<file path="src/rtl/asram_pkg.sv">
package asram_pkg;

    typedef enum logic [2:0] {
        ST_IDLE   = 3'd0,
        ST_TURN   = 3'd1,
        ST_WPULSE = 3'd2,
        ST_WREC   = 3'd3,
        ST_RACC   = 3'd4
    } seq_state_e;

    typedef struct packed {
        logic ce_n;
        logic we_n;
        logic oe_n;
        logic lanes_on;
        logic drive;
    } strobe_t;

    localparam strobe_t STROBES_OFF = '{ce_n: 1'b1, we_n: 1'b1, oe_n: 1'b1,
                                        lanes_on: 1'b0, drive: 1'b0};

    // Memory timing minimums in nanoseconds
    localparam int unsigned T_WCYC_NS  = 45;
    localparam int unsigned T_WPW_NS   = 35;
    localparam int unsigned T_WSTB_NS  = 35;
    localparam int unsigned T_DSU_NS   = 25;
    localparam int unsigned T_RCYC_NS  = 55;
    localparam int unsigned T_ACC_NS   = 55;
    localparam int unsigned T_REL_NS   = 18;

    function automatic int unsigned cycles_for(int unsigned ns, int unsigned period_ps);
        int unsigned c;
        c = (ns * 1000 + period_ps - 1) / period_ps;
        return (c == 0) ? 1 : c;
    endfunction

    function automatic int unsigned max_u(int unsigned a, int unsigned b);
        return (a > b) ? a : b;
    endfunction

    function automatic strobe_t strobes_for(seq_state_e st);
        strobe_t s;
        s = STROBES_OFF;
        case (st)
            ST_WPULSE: begin
                s.ce_n     = 1'b0;
                s.we_n     = 1'b0;
                s.lanes_on = 1'b1;
                s.drive    = 1'b1;
            end
            ST_WREC:   s.drive = 1'b1;
            ST_RACC: begin
                s.ce_n     = 1'b0;
                s.oe_n     = 1'b0;
                s.lanes_on = 1'b1;
            end
            default: ;
        endcase
        return s;
    endfunction

endpackage

</file>
<file path="src/rtl/asram_phase_timer.sv">
module asram_phase_timer #(
    parameter int unsigned CNT_W = 4
) (
    input  logic             clk,
    input  logic             rst,
    input  logic             load,
    input  logic [CNT_W-1:0] load_val,
    output logic             done
);
    logic [CNT_W-1:0] cnt_q;

    always_ff @(posedge clk) begin
        if (rst)
            cnt_q <= '0;
        else if (load)
            cnt_q <= load_val;
        else if (cnt_q != '0)
            cnt_q <= cnt_q - CNT_W'(1);
    end

    assign done = (cnt_q == '0);

endmodule

</file>
<file path="src/rtl/asram_lane_unit.sv">
module asram_lane_unit #(
    parameter int unsigned DATA_W = 16,
    parameter int unsigned LANES  = DATA_W / 8
) (
    input  logic              clk,
    input  logic              rst,
    input  logic              capture,
    input  logic [LANES-1:0]  mask,
    input  logic [DATA_W-1:0] dq_i,
    output logic [DATA_W-1:0] rdata
);
    logic [7:0] lane_q [LANES];

    for (genvar i = 0; i < LANES; i++) begin : g_lane
        always_ff @(posedge clk) begin
            if (rst)
                lane_q[i] <= 8'h00;
            else if (capture)
                lane_q[i] <= mask[i] ? dq_i[i*8 +: 8] : 8'h00;
        end

        assign rdata[i*8 +: 8] = lane_q[i];

        // a disabled lane returns zero
        p_lane_zero_r6: assert property (@(posedge clk) disable iff (rst)
            (capture && !mask[i]) |=> (rdata[i*8 +: 8] == 8'h00));

        // response data changes only on a capture
        p_lane_hold_r6: assert property (@(posedge clk) disable iff (rst)
            !capture |=> $stable(rdata[i*8 +: 8]));
    end

endmodule

</file>
<file path="src/rtl/asram_seq.sv">
module asram_seq
    import asram_pkg::*;
#(
    parameter int unsigned N_WE  = 9,
    parameter int unsigned N_REC = 3,
    parameter int unsigned N_RD  = 14,
    parameter int unsigned N_TA  = 5,
    parameter int unsigned CNT_W = 4
) (
    input  logic             clk,
    input  logic             rst,
    input  logic             req_fire,
    input  logic             req_write,
    input  logic             timer_done,
    output logic             timer_load,
    output logic [CNT_W-1:0] timer_val,
    output logic             idle,
    output logic             capture,
    output strobe_t          strobes
);
    seq_state_e state_q, state_d;
    logic       rd_last_q, rd_last_d;
    strobe_t    strobes_q;

    always_comb begin
        state_d    = state_q;
        rd_last_d  = rd_last_q;
        timer_load = 1'b0;
        timer_val  = '0;
        capture    = 1'b0;
        case (state_q)
            ST_IDLE: begin
                if (req_fire) begin
                    timer_load = 1'b1;
                    if (!req_write) begin
                        state_d   = ST_RACC;
                        timer_val = CNT_W'(N_RD - 1);
                        rd_last_d = 1'b1;
                    end else if (rd_last_q) begin
                        state_d   = ST_TURN;
                        timer_val = CNT_W'(N_TA - 1);
                    end else begin
                        state_d   = ST_WPULSE;
                        timer_val = CNT_W'(N_WE - 1);
                    end
                end
            end
            ST_TURN: begin
                if (timer_done) begin
                    state_d    = ST_WPULSE;
                    timer_load = 1'b1;
                    timer_val  = CNT_W'(N_WE - 1);
                    rd_last_d  = 1'b0;
                end
            end
            ST_WPULSE: begin
                if (timer_done) begin
                    state_d    = ST_WREC;
                    timer_load = 1'b1;
                    timer_val  = CNT_W'(N_REC - 1);
                end
            end
            ST_WREC: begin
                if (timer_done) state_d = ST_IDLE;
            end
            ST_RACC: begin
                if (timer_done) begin
                    state_d = ST_IDLE;
                    capture = 1'b1;
                end
            end
            default: state_d = ST_IDLE;
        endcase
    end

    always_ff @(posedge clk) begin
        if (rst) begin
            state_q   <= ST_IDLE;
            rd_last_q <= 1'b0;
            strobes_q <= STROBES_OFF;
        end else begin
            state_q   <= state_d;
            rd_last_q <= rd_last_d;
            strobes_q <= strobes_for(state_d);
        end
    end

    assign idle    = (state_q == ST_IDLE);
    assign strobes = strobes_q;

    // a write entered straight from idle never follows a read
    p_turn_after_read_r7: assert property (@(posedge clk) disable iff (rst)
        ($past(state_q) == ST_IDLE && state_q == ST_WPULSE) |-> !$past(rd_last_q));

    // the read window only closes through a capture
    p_read_ends_captured_r5: assert property (@(posedge clk) disable iff (rst)
        (state_q == ST_RACC && state_d != ST_RACC) |-> capture);

endmodule

</file>
<file path="src/rtl/asram_lane_ctrl.sv">
module asram_lane_ctrl
    import asram_pkg::*;
#(
    parameter int unsigned ADDR_W    = 17,
    parameter int unsigned DATA_W    = 16,
    parameter int unsigned PERIOD_PS = 4000
) (
    input  logic                  clk,
    input  logic                  rst,
    input  logic                  req_valid,
    output logic                  req_ready,
    input  logic                  req_write,
    input  logic [ADDR_W-1:0]     req_addr,
    input  logic [DATA_W-1:0]     req_wdata,
    input  logic [DATA_W/8-1:0]   req_mask,
    output logic                  rsp_valid,
    output logic [DATA_W-1:0]     rsp_rdata,
    output logic [ADDR_W-1:0]     mem_addr,
    output logic                  mem_ce_n,
    output logic                  mem_we_n,
    output logic                  mem_oe_n,
    output logic [DATA_W/8-1:0]   mem_be_n,
    output logic [DATA_W-1:0]     mem_dq_o,
    output logic                  mem_dq_oe,
    input  logic [DATA_W-1:0]     mem_dq_i
);
    localparam int unsigned LANES = DATA_W / 8;
    localparam int unsigned N_WE  = max_u(cycles_for(T_WPW_NS, PERIOD_PS),
                                    max_u(cycles_for(T_WSTB_NS, PERIOD_PS),
                                          cycles_for(T_DSU_NS, PERIOD_PS)));
    localparam int unsigned N_WC  = max_u(cycles_for(T_WCYC_NS, PERIOD_PS), N_WE + 1);
    localparam int unsigned N_REC = N_WC - N_WE;
    localparam int unsigned N_RD  = max_u(cycles_for(T_RCYC_NS, PERIOD_PS),
                                          cycles_for(T_ACC_NS, PERIOD_PS));
    localparam int unsigned N_TA  = cycles_for(T_REL_NS, PERIOD_PS);
    localparam int unsigned N_MAX = max_u(max_u(N_WE, N_REC), max_u(N_RD, N_TA));
    localparam int unsigned CNT_W = $clog2(N_MAX + 1);

    logic              fire;
    logic              idle;
    logic              capture;
    logic              timer_load;
    logic              timer_done;
    logic [CNT_W-1:0]  timer_val;
    strobe_t           strb;
    logic [ADDR_W-1:0] addr_q;
    logic [DATA_W-1:0] wdata_q;
    logic [LANES-1:0]  mask_q;
    logic              rsp_q;

    assign fire = req_valid && idle;

    always_ff @(posedge clk) begin
        if (rst) begin
            addr_q  <= '0;
            wdata_q <= '0;
            mask_q  <= '0;
            rsp_q   <= 1'b0;
        end else begin
            rsp_q <= capture;
            if (fire) begin
                addr_q  <= req_addr;
                wdata_q <= req_wdata;
                mask_q  <= req_mask;
            end
        end
    end

    asram_seq #(
        .N_WE (N_WE),
        .N_REC(N_REC),
        .N_RD (N_RD),
        .N_TA (N_TA),
        .CNT_W(CNT_W)
    ) u_seq (
        .clk       (clk),
        .rst       (rst),
        .req_fire  (fire),
        .req_write (req_write),
        .timer_done(timer_done),
        .timer_load(timer_load),
        .timer_val (timer_val),
        .idle      (idle),
        .capture   (capture),
        .strobes   (strb)
    );

    asram_phase_timer #(.CNT_W(CNT_W)) u_timer (
        .clk     (clk),
        .rst     (rst),
        .load    (timer_load),
        .load_val(timer_val),
        .done    (timer_done)
    );

    asram_lane_unit #(.DATA_W(DATA_W), .LANES(LANES)) u_lanes (
        .clk    (clk),
        .rst    (rst),
        .capture(capture),
        .mask   (mask_q),
        .dq_i   (mem_dq_i),
        .rdata  (rsp_rdata)
    );

    assign req_ready = idle;
    assign rsp_valid = rsp_q;
    assign mem_addr  = addr_q;
    assign mem_dq_o  = wdata_q;
    assign mem_ce_n  = strb.ce_n;
    assign mem_we_n  = strb.we_n;
    assign mem_oe_n  = strb.oe_n;
    assign mem_dq_oe = strb.drive;
    assign mem_be_n  = ~(mask_q & {LANES{strb.lanes_on}});

    // idle means deselected, standby and bus released
    p_idle_standby_r1: assert property (@(posedge clk) disable iff (rst)
        req_ready |-> (mem_ce_n && mem_we_n && mem_oe_n && (&mem_be_n) && !mem_dq_oe));

    // busy right after an accepted request
    p_busy_after_accept_r2: assert property (@(posedge clk) disable iff (rst)
        (req_valid && req_ready) |=> !req_ready);

    // write strobe and output enable never low together
    p_no_rw_overlap_r3: assert property (@(posedge clk) disable iff (rst)
        (mem_we_n || mem_oe_n));

    // data driven throughout a write window
    p_write_drives_r3: assert property (@(posedge clk) disable iff (rst)
        !mem_we_n |-> mem_dq_oe);

    // address steady while the memory is selected
    p_addr_stable_r4: assert property (@(posedge clk) disable iff (rst)
        (!mem_ce_n && $past(!mem_ce_n)) |-> $stable(mem_addr));

    // data and address still held in the cycle the write strobe rises
    p_data_held_r4: assert property (@(posedge clk) disable iff (rst)
        $rose(mem_we_n) |-> (mem_dq_oe && $stable(mem_dq_o) && $stable(mem_addr)));

    // never drive while the memory may drive
    p_no_contention_r7: assert property (@(posedge clk) disable iff (rst)
        !mem_oe_n |-> !mem_dq_oe);

    // response is a single-cycle pulse
    p_rsp_pulse_r6: assert property (@(posedge clk) disable iff (rst)
        rsp_valid |=> !rsp_valid);

    // a response follows a read window
    p_rsp_after_read_r5: assert property (@(posedge clk) disable iff (rst)
        rsp_valid |-> $past(!mem_oe_n));

endmodule

</file>
<file path="config.mk">
export PLATFORM = sky130hd
export DESIGN_NAME = asram_lane_ctrl
export DESIGN_NICKNAME = d
export VERILOG_FILES = /design/src/rtl/asram_pkg.sv /design/src/rtl/asram_phase_timer.sv /design/src/rtl/asram_lane_unit.sv /design/src/rtl/asram_seq.sv /design/src/rtl/asram_lane_ctrl.sv
export SDC_FILE = /design/constraint.sdc
export NUM_CORES = 1
export LEC_CHECK = 0
export BUFFER_PORTS_ARGS = -buffer_cell sky130_fd_sc_hd__buf_4
export CAP_MARGIN = 20
export CORE_ASPECT_RATIO = 2
export CORE_UTILIZATION = 50
export DETAILED_ROUTE_END_ITERATION = 6
export PLACE_DENSITY = 0.82
export SLEW_MARGIN = 20
export SYNTH_ARGS = -nofsm -noshare
export SYNTH_HDL_FRONTEND = slang
export SYNTH_SLANG_ARGS = --single-unit
</file>
<file path="constraint.sdc">
create_clock -name clk -period 3 [get_ports clk]
set_input_delay 0.45 -clock clk [delete_from_list [all_inputs] [get_ports clk]]
set_output_delay 0.45 -clock clk [all_outputs]
set_load 0.005 [all_outputs]
</file>
* After elaboration in Yosys (flattened, before gate mapping)
Memories as Yosys holds them, arrays and structs flattened.
Cells that the tools add are included.
** Storage, ports and cells
- Bits in registers :: 49
- Bits in latches :: 0
- Memory bits (writable) :: 16
- ROM bits :: 0
- Bits of input ports :: 55
- Output and inout bits :: 57
- Word-level logic and storage cells :: 76
- Memories kept :: 1
** Operators by class
- $add $sub $neg :: 1
- $mul :: 0
- Div/mod/pow operators :: 0
- $lt $le $gt $ge :: 0
- Equality and inequality tests :: 10
- Shift-type cells :: 0
- Muxes and demuxes :: 37
- Bitwise logic cells :: 4
- Reductions and logical operators :: 11
** Memory list
- u_lanes.lane_q :: words 2, width 8, rd ports 2, clocked after Yosys merged registers in 0, wr ports 2, RTL line asram_lane_unit.sv:12 : logic [7:0] lane_q [LANES];
** Operator list (count)
- 8-bit 2-to-1 mux :: 4
- 4-bit 2-to-1 mux :: 6
- 1-bit 2-to-1 mux :: 16
- 3-bit 2-to-1 mux :: 5
- 3-bit by 2-bit == test with 1-bit output, second input constant :: 4
- 3-bit case mux with 4 select lines :: 1
- 4-bit case mux with 3 select lines :: 1
- 2-bit OR reduction :: 4
- 3-bit == test, second input constant :: 2
- 2-bit inequality test, second input constant :: 3
- 4-bit zero test :: 1
- 2-bit 2-to-1 mux :: 2
- 1-bit case mux with 2 select lines :: 2
- 4-bit AND reduction :: 1
- 2-bit nonzero test :: 2
- 4-bit nonzero test :: 1
- 4-bit by 1-bit subtractor with 4-bit output, second input constant :: 1
- 3-bit by 1-bit == test with 1-bit output, second input constant :: 1
- 3-bit zero test :: 1
- 2-bit AND :: 1
- 2-bit inverter :: 1
- 1-bit bitwise OR :: 2
- 1-bit logical AND :: 1

* Logic depth before layout (Yosys ltp)
Gate-level depths: netlist (run 1).
- Depth after elaboration :: 7
- Depth in mapped cells :: 7
- Mapped depth without buffers :: 6

* By module
From an unflattened synthesis (run 1), not the netlist that was laid out.
** Unflattened totals
- Cell total of the unflattened synthesis :: 274
- Area total of the unflattened synthesis :: 3071.7 µm²
** Modules (own cells, without submodules)
- asram_lane_ctrl :: times used 1, cells an instance 165, area each 1727.9 µm², seq. area each 720.7 µm²
- asram_lane_unit :: times used 1, cells an instance 35, area each 678.2 µm², seq. area each 480.5 µm²
- asram_seq :: times used 1, cells an instance 50, area each 436.7 µm², seq. area each 180.2 µm²
- asram_phase_timer :: times used 1, cells an instance 24, area each 229.0 µm², seq. area each 80.1 µm²

* Least setup slack after synthesis (run 1)
OpenSTA, ideal clock, no wires.
- Path kind :: input to register
- Start point :: input port rst
- End point :: memory u_lanes.lane_q[0][0] (enable)
- Setup time :: 0.375 ns
- Data arrival time :: 1.514 ns
- Required time :: 2.625 ns
- Slack :: 1.111 ns
- Stages on the path :: 3
- Buffers on the path :: 2
- Path through :: clkbuf_1 clkbuf_1 nand2b_1
** RTL lines
- start: declaration :: RTL line asram_lane_ctrl.sv:9 : input logic rst,
- end: declaration :: RTL line asram_lane_unit.sv:12

==> impl_metrics.toml, run 1 <==
[outcome]
run_status = "complete, no violations"

[clock_tree]
cts_setup_buffers = 0
cts_tree = "yes"
clk_path_buf_depth = 2
numCtsBuffers = 9
holdBufCountCts = 0
cts_root_buf = "clkbuf_8"
clkTransAtPathRegs_ns = 0.07
cts_resized = 0
insertion_delay_ns = 0.34
h-tree-depth = 3
cts_sinks = 65

[sta]
hold_viol = 0
finalClockSkew_ns = 0.0101
tightest_slew_ns = 0.806
fin_crit_ns = 2.24
rsz0062_at_grt = "no"
fin_crit_sh = 0.746
setup_ws_ns = 0.762
drv_slew = 0
fmax_mhz = 447
fin_tns_setup_ns = 0
max-slew-margin-rel = 0.461
holdWs_ns = 0.353
setup_viol = 0

[critical_path]
critical_path_peak_fanout = 17
path_class = "flop to flop"
critPathLaunch = "u_timer.cnt_q[0]"
worstPathArrival_ns = 2.43
cp-start-kind = "flop"
reg2reg_from = "u_timer.cnt_q[0]"
cp.required_ns = 3.20
end_kind = "flop"

[layout]
stdcell_area_um2 = 3550
antenna_cells = 0
final_core_util = 0.758
nets = 429
area_growth_pct = 43.2
drive_above_1_share = 0.360

[worst_hold_path]
min_path_type = "primary input to flop"
hp-start = "req_wdata[9]"

[place]
dp_hpwl_mm = 4.31
post-place-ws_ns = 0.856
port_buffers = 111
place_congestion = 0.877
dpl-instance-area_um2 = 3330

[floorplan]
start_util = 0.529
dieArea_um2 = 5260
fp-row-count = 35
core-area_um2 = 4690
ioPinCount = 112
die_h_um = 102
fp.dieW_um = 51.8

[pwr]
p_sw_frac = 0.309
pwr-share-comb = 0.286
irDropWorstVdd_mv = 0.602
p_leak_nw = 1.63
power_density_nw_per_um2 = 771
p_seq_frac = 0.422
p_int_w = 0.00189
switchingPower_w = 0.000847
power.share.clock = 0.292

[drt]
drt_first_pass_iters = 4
drc_errors = 0
wl_per_cell_um = 14.1
viasPerCell = 5.18
dr.first_iter.drc_count = 54
wirelength_mm = 6.09
num_vias = 2243
final_antenna_net_count = 0

[logic_synthesis]
syn_nets = 321
synth_area_um2 = 2480
syn_avg_cell_area_um2 = 9.36
synth_seq_cells = 65
ys_warn_count = 0
netlist_instances = 265
synth.distinct_cells = 35
ys_seq_area_frac = 0.589

[grt]
grt_start_max_net_pins = 46
grt_pass1_vias = 1987
grt_overflow = 0
use_met2 = 0.395
busiest_layer = "met2"
grtUsageTotal = 0.238
use_met1 = 0.257
use_met3 = 0.0586
grt_pass1_wl_mm = 9.11
antenna_found_initial = 0

[run]
maxCapViolCount = 0
## worst paths after layout
| path | slack, ns | endpoint | depth (start not counted) |
|---|---|---|---|
| max | 0.76 | u_lanes.lane_q[1][0] | 6 |
| max reg2reg | 0.76 | u_lanes.lane_q[1][0] | 6 |
| min | 0.35 | mem_dq_o[9] | 3 |
| min reg2reg | 0.46 | mem_dq_o[10] | 2 |
## per-stage QoR
stage | total power (W) | instances
finish | 0.00274 | 433
detailed placement | 0.00196 | 417
floorplan | 0.00164 | 265
global placement | 0.00194 | 417
CTS | 0.00276 | 433
global route | 0.00290 | 433
## sequential cells by signal, summed over array words and instances (netlist names)
signal,cells
mask_q,2
mem_addr,17
mem_dq_o,16
rsp_valid,1
u_lanes.lane_q,16
u_seq.rd_last_q,1
u_seq.state_q,3
u_seq.strobes,5
u_timer.cnt_q,4
## placed cells by master, fill, tap and decap left out, types with 3 or more instances in the layout
master,Yosys,routed
clkbuf_8,0,9
nor2_1,6,6
edfxtp_1,16,16
buf_4,0,113
inv_1,5,5
and3_1,16,16
dfxtp_1,49,49
nor3_1,4,4
nand2_1,80,80
xor2_1,3,3
a21oi_1,40,40
## Yosys cell counts (all sizes together)
cell | n | area (µm²)
nand2 | 80 | 300
inv | 5 | 18.8
edfxtp | 16 | 480
and3 | 16 | 100
a21o | 2 | 16.3
nand3b | 1 | 7.51
a211oi | 2 | 15.0
xor2 | 3 | 26.3
nand4 | 1 | 6.26
nor3b | 1 | 18.8
or2 | 1 | 6.26
or3b | 1 | 8.76
xnor2 | 1 | 8.76
a22oi | 2 | 15.0
nor2 | 6 | 22.5
a311oi | 1 | 8.76
a31oi | 2 | 12.5
a22o | 2 | 18.8
mux2i | 1 | 10.0
nor3 | 4 | 20.0
o21ai | 2 | 10.0
clkbuf | 8 | 30.0
nor2b | 2 | 12.5
a21oi | 40 | 200
nor4b | 2 | 17.5
o21a | 1 | 7.51
dfxtp | 49 | 981
a2111oi | 2 | 36.3
buf | 8 | 40.0
nand3 | 1 | 5.00
ha | 1 | 12.5
nand2b | 1 | 6.26
## per-layer routing
| metal | wire length (µm) | vias up | part of all wire |
|---|---|---|---|
| li1 | - | 1116 | - |
| met1 | 2320 | 1024 | 0.38 |
| met2 | 3190 | 85 | 0.52 |
| met3 | 308 | 18 | 0.051 |
| met4 | 270 | 0 | 0.044 |
| met5 | 0 | - | 0 |
## power groups by stage
stage	combinational (W)	clock, W	sequential, W
after floorplan	0.000496	0	0.00115
after global placement	0.000774	0	0.00117
after detailed placement	0.000785	0	0.00117
after CTS	0.000791	0.000816	0.00115
after global routing	0.000874	0.000854	0.00117
final	0.000784	0.000801	0.00116
## worst max-delay path, stage by stage (launching register included)
cell and delay, ns:
dfxtp_1 0.33, inv_1 0.07, ha_1 0.21, nor3b_4 0.39
nand3_1 0.18, nor2_1 0.66, and3_1 0.26
## kinds of logic (layout without fill, tap and decap cells)
family                     Yosys count  count (layout)  share of synthesized area
xor gates and xnor gates             4               4                     0.0141
AOI/OAI and AO/OA                   56              56                      0.137
and+or+nand+nor                    117             117                      0.214
DFF                                 65              65                      0.589
buffers and inverters               21             134                     0.0358
muxes                                1               1                    0.00404
adders and majority gates            1               1                    0.00504
## cell type report
| type | count | area [µm²] |
|---|---|---|
| repair buffers | 113 | 848 |
| clock inverters | 7 | 95.1 |
| flip-flops and latches | 65 | 1460 |
| well taps | 55 | 68.8 |
| multi-input cells | 179 | 936 |
| clock buffers | 9 | 124 |
| fillers | 324 | 1130 |
| inverters | 5 | 18.8 |
Note: power is estimated with default switching activity, not from simulation.
==> inputs of run 2 (changes only) <==
CORE_UTILIZATION = 46   (was 50)
PLACE_DENSITY = 0.77   (was 0.82)
clock period = 2.3 ns   (was 3 ns; I/O delays follow)
==> run 2 against run 1 <==
  * Total power increased by 33%
  * First-iteration DRC count increased by 37%
  * Clock power increased by 37%
  * Wire length decreased by 0.35%
  * Maximum frequency increased by 18%
==> impl_metrics.toml, run 2 (synthesis gave the netlist of run 1 again) <==
[sta]
fmax_mhz = 528
fin_tns_setup_ns = 0
finalClockSkew_ns = 0.00741
fin_crit_sh = 0.824
setup_viol = 0
hold_viol = 0
drv_slew = 0
tightest_slew_ns = 0.540
fin_crit_ns = 1.90
rsz0062_at_grt = "no"
max-slew-margin-rel = 0.640

[clock_tree]
cts_tree = "yes"
clk_path_buf_depth = 2
cts_setup_buffers = 0
insertion_delay_ns = 0.34
holdBufCountCts = 0
cts_root_buf = "clkbuf_8"
clkTransAtPathRegs_ns = 0.07
cts_sinks = 65
h-tree-depth = 3
numCtsBuffers = 9
cts_resized = 0

[critical_path]
cp-start-kind = "flop"
cpMaxStageDelayCell = "a2111oi_4"
endpoint = "u_seq.strobes[4]"
critPathLaunch = "u_timer.cnt_q[0]"
r2r_cells = 6
path_class = "flop to flop"
crit_chain = "inv_1 -> ha_1 -> nor3b_4 -> xnor2_1 -> a2111oi_4 -> a21oi_1"
worstPathArrival_ns = 2.09
cpPeakStageDelay_ns = 0.45
critical_path_peak_fanout = 8
cp.required_ns = 2.50
reg2reg_slack_ns = 0.40
reg2reg_from = "u_timer.cnt_q[0]"
r2r_end = "u_seq.strobes[4]"
end_kind = "flop"

[layout]
area_growth_pct = 45.2
final_core_util = 0.694
drive_above_1_share = 0.361
multi_input_area_um2 = 936
nets = 433
seqCellArea_um2 = 1460
final_common_cell = "buf_4"
final_cell_mix = "117 x buf_4, 80 x nand2_1, 49 x dfxtp_1"
n_fill_cell = 422
antenna_cells = 0
largest_reg_flops = 17

[pwr]
power_density_nw_per_um2 = 1020
irDropWorstVdd_mv = 0.820
p_total_w = 0.00366
p_leak_nw = 1.66

[floorplan]
ioPinCount = 112
fp-row-count = 37
core-area_um2 = 5180
start_util = 0.478
die_h_um = 106
fp.dieW_um = 53.9
dieArea_um2 = 5710

[place]
port_buffers = 111
place_congestion = 0.824
dp_hpwl_mm = 4.32

[grt]
grt_pass1_vias = 2180
antenna_found_initial = 0
grt_pass1_wl_mm = 9.74
grt_overflow = 0
grtUsageTotal = 0.237
grt_start_max_net_pins = 46

[drt]
wl_per_cell_um = 13.8
viasPerCell = 5.10
final_antenna_net_count = 0
wirelength_mm = 6.06
drc_errors = 0
num_vias = 2242
drt_first_pass_iters = 4
dr.first_iter.drc_count = 74

[outcome]
run_status = "complete, no violations"

[run]
maxCapViolCount = 0

[worst_hold_path]
min_path_type = "primary input to flop"
==> run 2: worst min path at each step <==
stage	startpoint	endpoint	slack [ns]	depth (start not counted)
after floorplan	mem_addr[0]	mem_addr[0]	0.45	2
after global placement	mem_dq_o[10]	mem_dq_o[10]	0.44	2
after detailed placement	mem_addr[1]	mem_addr[1]	0.45	2
after CTS	req_wdata[11]	mem_dq_o[11]	0.23	3
after global routing	req_wdata[12]	mem_dq_o[12]	0.25	3
final	req_wdata[11]	mem_dq_o[11]	0.25	3
==> run 2: layout make-up <==
cell class | count | share of cell area
Clock buffer | 14 | 0.0480
Tap cell | 58 | 0.0202
Clock inverter | 2 | 0.0167
Inverter | 5 | 0.00521
Sequential cell | 65 | 0.406
Multi-Input combinational cell | 179 | 0.260
Timing Repair Buffer | 117 | 0.244
==> run 2: where the power goes <==
group          total (W)  internal [W]  leakage (nW)  switching, W
logic            0.00105      0.000519         0.971      0.000531
registers        0.00151       0.00136         0.569      0.000153
clock network    0.00110      0.000700         0.117      0.000397
total            0.00366       0.00258          1.66       0.00108
==> run 2: through the flow <==
step | cells | setup slack [ns] | cell area [µm²] | hold WS (ns)
after floorplan | 265 | 0.484 | 2480 | 0.453
after global placement | 424 | 0.495 | 3370 | 0.442
after detailed placement | 424 | 0.416 | 3370 | 0.447
after CTS | 440 | 0.413 | 3600 | 0.235
after global routing | 440 | 0.249 | 3600 | 0.245
final | 440 | 0.405 | 3600 | 0.252
==> run 2: critical path, delay by kind of cell (launching register included) <==
family | cells | cell delay, ns
XOR/XNOR | 1 | 0.18
buffers and inverters | 1 | 0.08
adder cells (fa/ha/maj) | 1 | 0.22
AND/OR/NAND/NOR | 1 | 0.40
flip-flops | 1 | 0.32
AO/OA/AOI/OAI | 2 | 0.56
==> run 2: per-layer routing <==
metal | vias to the layer above | routed length [µm] | global-route usage
met1 | 1019 | 2150 | 0.247
met2 | 83 | 3360 | 0.402
met3 | 14 | 357 | 0.0664
met4 | 0 | 195 | 0.124
met5 | - | 0 | 0
li1 | 1126 | - | -
==> inputs of run 3 (changes only) <==
ABC_AREA = 1   (was unset)
PLACE_DENSITY = 0.76   (was 0.77)
clock period = 1.95 ns   (was 2.3 ns; I/O delays follow)
==> run 3 against run 2 <==
  * Combinational power is essentially flat
  * Highest routed layer unchanged
  * Wire length shrank 4.1%
  * Sequential power grew 12%
  * Clock skew shrank 0.0013 ns
  * Sequential cell count is the same
  * Maximum frequency grew 17%
  * Count of clock-buffer cells in the layout shrank 5
  * Critical endpoint is now u_lanes.lane_q[0][7]
==> impl_metrics.toml, run 3 <==
[drt]
wirelength_mm = 5.82
dr.first_iter.drc_count = 58
final_antenna_net_count = 0
num_vias = 2340
drc_errors = 0
drt_first_pass_iters = 4
viasPerCell = 4.91
wl_per_cell_um = 12.2

[sta]
rsz0062_at_grt = "no"
setup_ws_ns = 0.324
tightest_slew_ns = 0.380
setup_viol = 0
finalClockSkew_ns = 0.00609
max-slew-margin-rel = 0.747
drv_slew = 0
fin_crit_ns = 1.63
fin_tns_setup_ns = 0
fin_crit_sh = 0.834
fmax_mhz = 615
hold_viol = 0

[logic_synthesis]
synth_compound_area_frac = 0.0894
synth_top_family_by_area = "simple AND/OR/NAND/NOR gates"
synthFlopType = "dfxtp_1"
synth_top_cell_by_area = "dfxtp_1"
synthAdderAreaFrac = 0.00497
synth_xor_area_frac = 0.00348
ys_async_sr_fraction = 0
synth_seq_cells = 65
synth_edf_count = 16
synth.area.mux_share = 0
yosysMostFrequentCell = "nand2_1"
synthTopCellsByArea = "dfxtp_1 39%, edfxtp_1 19%, nand2_1 14%"
synth.distinct_cells = 24
syn_avg_cell_area_um2 = 8.37
synthDominantCellAreaShare = 0.389
synth_common_cells = "96 x nand2_1, 49 x dfxtp_1, 41 x a21oi_1, 31 x inv_1, 29 x nor2_1"
syn_nets = 357
ys_warn_count = 0
synth-simple-area-share = 0.240
synth_area_um2 = 2520
ys_seq_area_frac = 0.580
netlist_instances = 301

[grt]
grt_pass1_wl_mm = 9.23
grt_start_max_net_pins = 39
grt_overflow = 0
grt_pass1_vias = 2199
antenna_found_initial = 0
grtUsageTotal = 0.221

[layout]
drive_above_1_share = 0.337
nets = 470
antenna_cells = 0
area_growth_pct = 43.9
largest_reg_flops = 17
n_fill_cell = 432
layout.cells.non_filler = 477
final_common_cell = "buf_4"
final_cell_mix = "114 x buf_4, 96 x nand2_1, 49 x dfxtp_1"

[worst_hold_path]
hp-start = "rst"
hold_path_end = "u_seq.state_q[0]"
min_path_type = "primary input to flop"
holdPathStages = 2

[critical_path]
critical_path_peak_fanout = 16
r2r_cells = 7
worstPathArrival_ns = 1.66
cp_common_cell = "inv_1"
path_class = "flop to flop"
reg2reg_from = "u_timer.cnt_q[0]"
cp.required_ns = 1.98
crit_chain = "inv_1 -> ha_1 -> nand2_2 -> inv_1 -> nand3_2 -> nand2_1 -> buf_4"
r2r_end = "u_lanes.lane_q[0][7]"
cpMaxStageDelayCell = "dfxtp_1"
reg2reg_slack_ns = 0.32
cpPeakStageDelay_ns = 0.33
end_kind = "flop"
cp-start-kind = "flop"

[run]
maxCapViolCount = 0

[clock_tree]
cts_tree = "yes"
clk_path_buf_depth = 2
insertion_delay_ns = 0.33
h-tree-depth = 3
cts_setup_buffers = 0
clkTransAtPathRegs_ns = 0.07
cts_resized = 0
cts_root_buf = "clkbuf_8"
numCtsBuffers = 9
holdBufCountCts = 0
cts_sinks = 65

[floorplan]
dieArea_um2 = 5800
start_util = 0.486
core-area_um2 = 5180
die_h_um = 107
fp.dieW_um = 54.3
fp-row-count = 37
ioPinCount = 112

[pwr]
pwr-share-comb = 0.258
irDropWorstVdd_mv = 0.759
p_seq_frac = 0.411
p_leak_nw = 1.76
power_density_nw_per_um2 = 1130
switchingPower_w = 0.00120
power.share.clock = 0.331
p_total_w = 0.00411
p_sw_frac = 0.292
p_int_w = 0.00291

[place]
post-place-ws_ns = 0.355
placedCellCount = 461
port_buffers = 111
place_congestion = 0.794
dp_hpwl_mm = 4.33

[outcome]
run_status = "complete, no violations"
-- run 3: cell types whose count changed after synthesis, sizes merged, moves of 4 or more --
| cell | before | now |
|---|---|---|
| and3 | 16 | 0 |
| nor2 | 6 | 31 |
| inv | 5 | 33 |
| nand2 | 80 | 99 |
| clkbuf | 8 | 4 |
| nor3 | 4 | 0 |
| nand3 | 1 | 10 |
-- run 3: logic make-up after synthesis --
| family | after synthesis |
|---|---|
| xor gates and xnor gates | 1 |
| adders and majority gates | 1 |
| DFF | 65 |
| AOI/OAI and AO/OA | 44 |
| and+or+nand+nor | 144 |
| buffers and inverters | 46 |
-- run 3: cell type report --
| class | instances | area, µm² | share of cell area |
|---|---|---|---|
| Sequential cell | 65 | 1460 | 0.403 |
| Timing Repair Buffer | 115 | 876 | 0.241 |
| Multi-Input combinational cell | 190 | 851 | 0.235 |
| Clock buffer | 9 | 124 | 0.0341 |
| Inverter | 33 | 124 | 0.0341 |
| Clock inverter | 7 | 119 | 0.0328 |
| Tap cell | 58 | 72.6 | 0.0200 |
-- run 3: routing by layer --
layer	share of wire	vias to the layer above	global-route usage
li1	-	1168	-
met1	0.35	1080	0.219
met2	0.57	82	0.390
met3	0.062	10	0.0553
met4	0.021	0	0.119
met5	0	-	0
-- run 3: how the worst max path moves through the flow --
stage                           startpoint                    to  slack [ns]  cells after the start
after floorplan           u_timer.cnt_q[0]  u_lanes.lane_q[0][0]        0.32                      6
after global placement    u_timer.cnt_q[0]  u_lanes.lane_q[0][0]        0.43                      7
after detailed placement  u_timer.cnt_q[0]  u_lanes.lane_q[0][1]        0.35                      7
after CTS                 u_timer.cnt_q[0]  u_lanes.lane_q[1][5]        0.33                      7
after global routing      u_timer.cnt_q[0]  u_lanes.lane_q[1][5]        0.19                      7
final                     u_timer.cnt_q[0]  u_lanes.lane_q[0][7]        0.32                      7
-- run 3: per-stage QoR --
| stage | hold WS (ns) | area, µm² | util |
|---|---|---|---|
| 3_5_place_dp | 0.456 | 3380 | 0.653 |
| 3_3_place_gp | 0.453 | 3380 | 0.653 |
| 4_1_cts | 0.152 | 3630 | 0.700 |
| 2_1_floorplan | 0.435 | 2520 | - |
| 6_report | 0.173 | 3630 | 0.700 |
| 5_1_grt | 0.156 | 3630 | 0.700 |
-- run 3: worst max-delay path, delay by kind of cell, from the launching register on --
family,cells,cell delay (ns)
buf+inv,3,0.47
flops,1,0.33
fa+ha+maj,1,0.20
simple gates,3,0.32
-- run 3: power groups by stage --
stage                     clock (W)  combinational (W)  sequential [W]
after floorplan                   0           0.000630         0.00172
after global placement            0            0.00104         0.00171
after detailed placement          0            0.00106         0.00172
after CTS                   0.00139            0.00107         0.00169
after global routing        0.00145            0.00119         0.00171
final                       0.00136            0.00106         0.00169
